==> src/rtl/burst_seq_pkg.sv <==
`timescale 1ns/1ps
package burst_seq_pkg;
  localparam logic [2:0] LEN_FULL_CODE = 3'd7;

  typedef struct packed {
    logic [2:0] code;
    logic       il;
  } burst_mode_t;
endpackage

==> src/rtl/burst_len_decode.sv <==
`timescale 1ns/1ps
module burst_len_decode
  import burst_seq_pkg::*;
#(
  parameter int COL_W      = 8,
  parameter int BL_MAX_LOG = 3
) (
  input  logic [2:0]       code_i,
  output logic [COL_W-1:0] mask_o,
  output logic             full_o
);
  localparam int NCODE = BL_MAX_LOG + 1;

  logic [COL_W-1:0] mask_tab [NCODE];

  genvar g;
  generate
    for (g = 0; g < NCODE; g++) begin : g_mask
      assign mask_tab[g] = COL_W'((1 << g) - 1);
    end
  endgenerate

  always_comb begin
    full_o = (code_i == LEN_FULL_CODE);
    mask_o = '0;
    if (full_o) begin
      mask_o = '1;
    end else begin
      for (int k = 0; k < NCODE; k++) begin
        if (32'(code_i) == k) mask_o = mask_tab[k];
      end
    end
  end
endmodule

==> src/rtl/burst_col_gen.sv <==
`timescale 1ns/1ps
module burst_col_gen #(
  parameter int COL_W = 8
) (
  input  logic [COL_W-1:0] base_i,
  input  logic [COL_W-1:0] beat_i,
  input  logic [COL_W-1:0] mask_i,
  input  logic             il_i,
  output logic [COL_W-1:0] col_o
);
  logic [COL_W-1:0] seq_sum;
  logic [COL_W-1:0] il_mix;

  assign seq_sum = base_i + beat_i;
  assign il_mix  = base_i ^ beat_i;

  genvar b;
  generate
    for (b = 0; b < COL_W; b++) begin : g_bit
      always_comb begin
        if (!mask_i[b])  col_o[b] = base_i[b];
        else if (il_i)   col_o[b] = il_mix[b];
        else             col_o[b] = seq_sum[b];
      end
    end
  endgenerate
endmodule

==> src/rtl/burst_beat_ctrl.sv <==
`timescale 1ns/1ps
module burst_beat_ctrl
  import burst_seq_pkg::*;
#(
  parameter int COL_W = 8
) (
  input  logic             clk,
  input  logic             rst_n,
  input  logic             start_i,
  input  logic [COL_W-1:0] start_col_i,
  input  burst_mode_t      mode_i,
  input  logic             stop_i,
  input  logic             last_i,
  output logic             active_q,
  output logic [COL_W-1:0] base_q,
  output logic [COL_W-1:0] beat_q,
  output burst_mode_t      mode_q
);
  logic             active_d;
  logic [COL_W-1:0] beat_d;
  logic             ld_en;
  logic             beat_en;

  always_comb begin
    ld_en    = start_i;
    beat_en  = 1'b0;
    active_d = active_q;
    beat_d   = beat_q;
    if (start_i) begin
      active_d = 1'b1;
      beat_d   = '0;
      beat_en  = 1'b1;
    end else if (stop_i) begin
      active_d = 1'b0;
    end else if (active_q) begin
      if (last_i) begin
        active_d = 1'b0;
      end else begin
        beat_d  = beat_q + 1'b1;
        beat_en = 1'b1;
      end
    end
  end

  always_ff @(posedge clk or negedge rst_n) begin
    if (!rst_n) active_q <= 1'b0;
    else        active_q <= active_d;
  end

  always_ff @(posedge clk or negedge rst_n) begin
    if (!rst_n)       beat_q <= '0;
    else if (beat_en) beat_q <= beat_d;
  end

  always_ff @(posedge clk or negedge rst_n) begin
    if (!rst_n) begin
      base_q <= '0;
      mode_q <= '0;
    end else if (ld_en) begin
      base_q <= start_col_i;
      mode_q <= mode_i;
    end
  end
endmodule

==> src/rtl/burst_col_seq.sv <==
`timescale 1ns/1ps
module burst_col_seq
  import burst_seq_pkg::*;
#(
  parameter int COL_W      = 8,
  parameter int BL_MAX_LOG = 3
) (
  input  logic             clk,
  input  logic             rst_n,
  input  logic             start_i,
  input  logic [COL_W-1:0] start_col_i,
  input  logic [2:0]       len_code_i,
  input  logic             order_il_i,
  input  logic             stop_i,
  output logic [COL_W-1:0] col_o,
  output logic             valid_o,
  output logic             last_o
);
  burst_mode_t      mode_in;
  burst_mode_t      mode_q;
  logic             active_q;
  logic [COL_W-1:0] base_q;
  logic [COL_W-1:0] beat_q;
  logic [COL_W-1:0] mask_w;
  logic             full_w;
  logic             last_w;

  assign mode_in.code = len_code_i;
  assign mode_in.il   = order_il_i;

  burst_len_decode #(.COL_W(COL_W), .BL_MAX_LOG(BL_MAX_LOG)) u_dec (
    .code_i (mode_q.code),
    .mask_o (mask_w),
    .full_o (full_w)
  );

  assign last_w = active_q && !full_w && (beat_q == mask_w);

  burst_beat_ctrl #(.COL_W(COL_W)) u_ctrl (
    .clk         (clk),
    .rst_n       (rst_n),
    .start_i     (start_i),
    .start_col_i (start_col_i),
    .mode_i      (mode_in),
    .stop_i      (stop_i),
    .last_i      (last_w),
    .active_q    (active_q),
    .base_q      (base_q),
    .beat_q      (beat_q),
    .mode_q      (mode_q)
  );

  burst_col_gen #(.COL_W(COL_W)) u_gen (
    .base_i (base_q),
    .beat_i (beat_q),
    .mask_i (mask_w),
    .il_i   (mode_q.il && !full_w),
    .col_o  (col_o)
  );

  assign valid_o = active_q;
  assign last_o  = last_w;
endmodule

==> config.mk <==
export PLATFORM = sky130hd
export DESIGN_NAME = burst_col_seq
export DESIGN_NICKNAME = d
export VERILOG_FILES = /design/src/rtl/burst_seq_pkg.sv /design/src/rtl/burst_len_decode.sv /design/src/rtl/burst_col_gen.sv /design/src/rtl/burst_beat_ctrl.sv /design/src/rtl/burst_col_seq.sv
export SDC_FILE = /design/constraint.sdc
export NUM_CORES = 1
export LEC_CHECK = 0
export BUFFER_PORTS_ARGS = -buffer_cell sky130_fd_sc_hd__buf_2
export CORE_AREA = 2 2 74 76
export DETAILED_ROUTE_END_ITERATION = 12
export DIE_AREA = 0 0 76 78
export PLACE_DENSITY = 0.46
export SLEW_MARGIN = 40
export SYNTH_ARGS = -nofsm -noshare
export SYNTH_HDL_FRONTEND = slang
export SYNTH_HIERARCHICAL = 1
export SYNTH_SLANG_ARGS = --single-unit
export TNS_END_PERCENT = 1
==> constraint.sdc <==
create_clock -name clk -period 2.37 [get_ports clk]
set_input_delay 0.1185 -clock clk [delete_from_list [all_inputs] [get_ports clk]]
set_output_delay 0.1185 -clock clk [all_outputs]
set_load 0.01 [all_outputs]
==> results.md <==
* Status: finished clean
* FF-to-FF End: u_ctrl/beat_q[7]
* Post-synthesis compound-gate area fraction at 11.0%
* I/O pin cnt at 26
* Critical path startpoint category: register
* Post-layout minimum cycle time at 2.28 ns
* First-pass detailed-route iteration total at 4
* Layout Skew at 0.000642 ns
* Core Area at 5040 sq um
* Met2 wire length at 1.54 mm
* CTS root buf: clkbuf_8
* Via density at 4.61
* Non-Filler Instances at 249
* Worst R2R Setup Slack at 0.13 ns
* Critical Path AT at 2.16 ns
* CP Class: register to primary output
* Hold depth at 2
* Yosys Warn Count at 6
* Final setup vio count at 0
* Unrepaired setup endpoints after global routing: true
* Main combinational cell family by area after synthesis: simple AND/OR/NAND/NOR gates
* Num CTS Buffers at 3
* Area Overhead vs Synth at 17.3%
* Total GRT Usage at 11.8%
* DR WL/cell at 13.0 um
* Setup TNS at 0 ns
* DIE AREA at 5930 sq um
* Final #Nets at 205
* Most frequent cells in the layout: buf_2 (25), dfrtp_1 (20), mux2_2 (14)
* Worst Tran Pin Value at 0.494 ns
* Port Buf Inserts at 25
* Post-Synth Adder-Cell Area at 8.76%
* Critical-path maximum fanout at 8
* Commonest non-fill, non-tap cell in the layout: buf_2
* Initial Util at 29.8%
* Grt ovf at 0
* Critical Path RT at 2.25 ns
* DP HPWL at 2.47 mm
* Yosys cell types at 40
* Fraction of registers with async set/reset at 100%
* Initial antenna violation count at 0
* Leakage power at 0.720 nW
* Reg2reg path depth at 8
* Seq/Total Area, Yosys at 35.0%
* WL met3 at 150 um
* Syn Inst Count at 153
* PwrDens at 519 nW/um^2
* Routed wire length at 3.24 mm
* Synth Area in XOR/XNOR at 8.17%
* Final Max Slew Viols at 0
* CTS sink cnt at 21
* CTS tree: built
* ANT nets after route at 0
* Drt drc at 0
* First-pass GRT wire length at 5.70 mm
* Detailed Route Iter0 Violations at 51
* Flop and latch count out of synthesis at 21
* Ys flop type: dfrtp_1
* # diodes at 0
* Reg2reg start: u_ctrl/mode_q[3]
* Fin crit share at 96.2%
* H-tree levels at 1
* DRT met1 WL at 1.53 mm
* Multiplexer share of the synthesized area at 12.8%
* Layout cells sized above 1 at 33.0%
* Max Root-Sink Buffers at 2
* Pin count of the biggest net entering global routing at 23
* Die Ht at 78 um
* Vias at 1147
* Inst Count DP at 244
* Synthesized area at 1500 sq um
* Max_slew headroom at 67.1%
* Hold_sp: start_col_i[2]
* Max VDD drop at 0.312 mV
* Clock latency on the worst-skew pair at 0.26 ns
* EDFF count, synth at 0
* Worst-path clk slew at 0.08 ns
* Max Cap Viol at 0
* Setup crit end kind: primary output
* RD Place Congestion at 0.756
* Max Used Layer: met4
* Achievable Freq at 439 MHz
* Final Hold Fails at 0
* Hold Path Class: input pin to register
* Syn avg cell area at 9.81 sq um
* Syn nets at 178
* Vias in the first global route at 1220
* Hold Path Sink: u_ctrl/base_q[2]
* Rows at 26
* Synth Area in Simple Gates at 18.0%
* Die width at 76 um
## state kept, by name, summed over array words and instances, names as in the netlist
signal	cells
u_ctrl/base_q	8
u_ctrl/mode_q	4
u_ctrl/beat_q	8
u_ctrl/active_q	1
## power breakdown
part | switching [mW] | leakage (nW) | internal (mW)
clock network | 0.118 | 0.0228 | 0.120
logic | 0.134 | 0.437 | 0.132
registers | 0.0246 | 0.260 | 0.384
## worst max path at each step
stage / from / end / slack [ns] / cells after the start
after floorplan: u_ctrl/mode_q[2] / u_ctrl/beat_q[7] / 0.16 / 8
after global placement: u_ctrl/mode_q[1] / u_ctrl/beat_q[7] / 0.16 / 7
after detailed placement: u_ctrl/mode_q[3] / u_ctrl/beat_q[7] / 0.12 / 8
after CTS: u_ctrl/mode_q[2] / col_o[5] / 0.03 / 8
after global routing: u_ctrl/mode_q[2] / col_o[5] / -0.06 / 8
final: u_ctrl/mode_q[2] / col_o[5] / 0.09 / 8
## cells by family (layout without fill, tap and decap cells)
logic type	count (synthesis)	count (layout)
mux	17	17
flops	21	21
fa+ha+maj	10	10
simple gates	47	47
buf+inv	16	42
xor+xnor	14	14
compound gates	28	28
## cell usage after synthesis (all sizes together) (2+ instances only)
cell,instances,share of area (%)
o31ai,2,1.0
and3,2,0.92
nor2,9,2.3
xnor2,12,7.0
ha,8,6.7
mux2,15,12
mux2i,2,1.3
nand2b,2,0.83
or3,3,1.3
or4,2,1.0
xor2,2,1.2
a21oi,13,4.3
o21ai,6,2.0
buf,7,3.3
inv,7,1.8
nand2,8,2.0
and2,2,0.83
nor3,3,1.7
nand3,4,1.3
nand3b,4,2.0
nor2b,4,1.7
clkbuf,2,1.2
a31oi,2,0.83
dfrtp,21,35
## layer usage
metal | global-route usage, % | up-vias
li1 | - | 587
met1 | 14.3 | 538
met2 | 21.0 | 20
met3 | 3.26 | 2
met4 | 2.18 | 0
met5 | 0 | -
## timing repair
| item | in CTS | in global routing |
|---|---|---|
| endpoints found under the setup margin | 1 | 5 |
| hold endpoints to repair | 21 | 0 |
| buffers inserted | 0 | 0 |
| hold buffers | 1 | 0 |
| gates resized for setup | 1 | 6 |
| pin swaps | 0 | 1 |
## metrics by stage
| step | power (mW) | worst slack, ns | instance area, sq um | utilization (%) | hold slack, ns |
|---|---|---|---|---|---|
| floorplan | 0.601 | 0.159 | 1500 | - | -0.177 |
| global placement | 0.674 | 0.161 | 1680 | 33.4 | 0.105 |
| detailed placement | 0.681 | 0.121 | 1680 | 33.4 | 0.115 |
| CTS | 0.930 | 0.0264 | 1740 | 34.5 | 0.0736 |
| global route | 0.978 | -0.0569 | 1760 | 34.9 | 0.0720 |
| finish | 0.913 | 0.0907 | 1760 | 34.9 | 0.0850 |
## critical path: stages (launching register included)
cell	delay, ns
dfrtp_1	0.42
and3_4	0.28
nor2b_2	0.08
buf_4	0.15
nor3_2	0.29
a31oi_1	0.15
xnor2_1	0.15
mux2_4	0.25
buf_2	0.14
## cell type report
cell class | instances | area [sq um]
repair buffers | 31 | 173
multi-input cells | 116 | 901
fillers | 525 | 3280
well taps | 70 | 87.6
clock buffers | 4 | 45.0
inverters | 7 | 26.3
flip-flops and latches | 21 | 527
(Power assumes the default switching activity.)
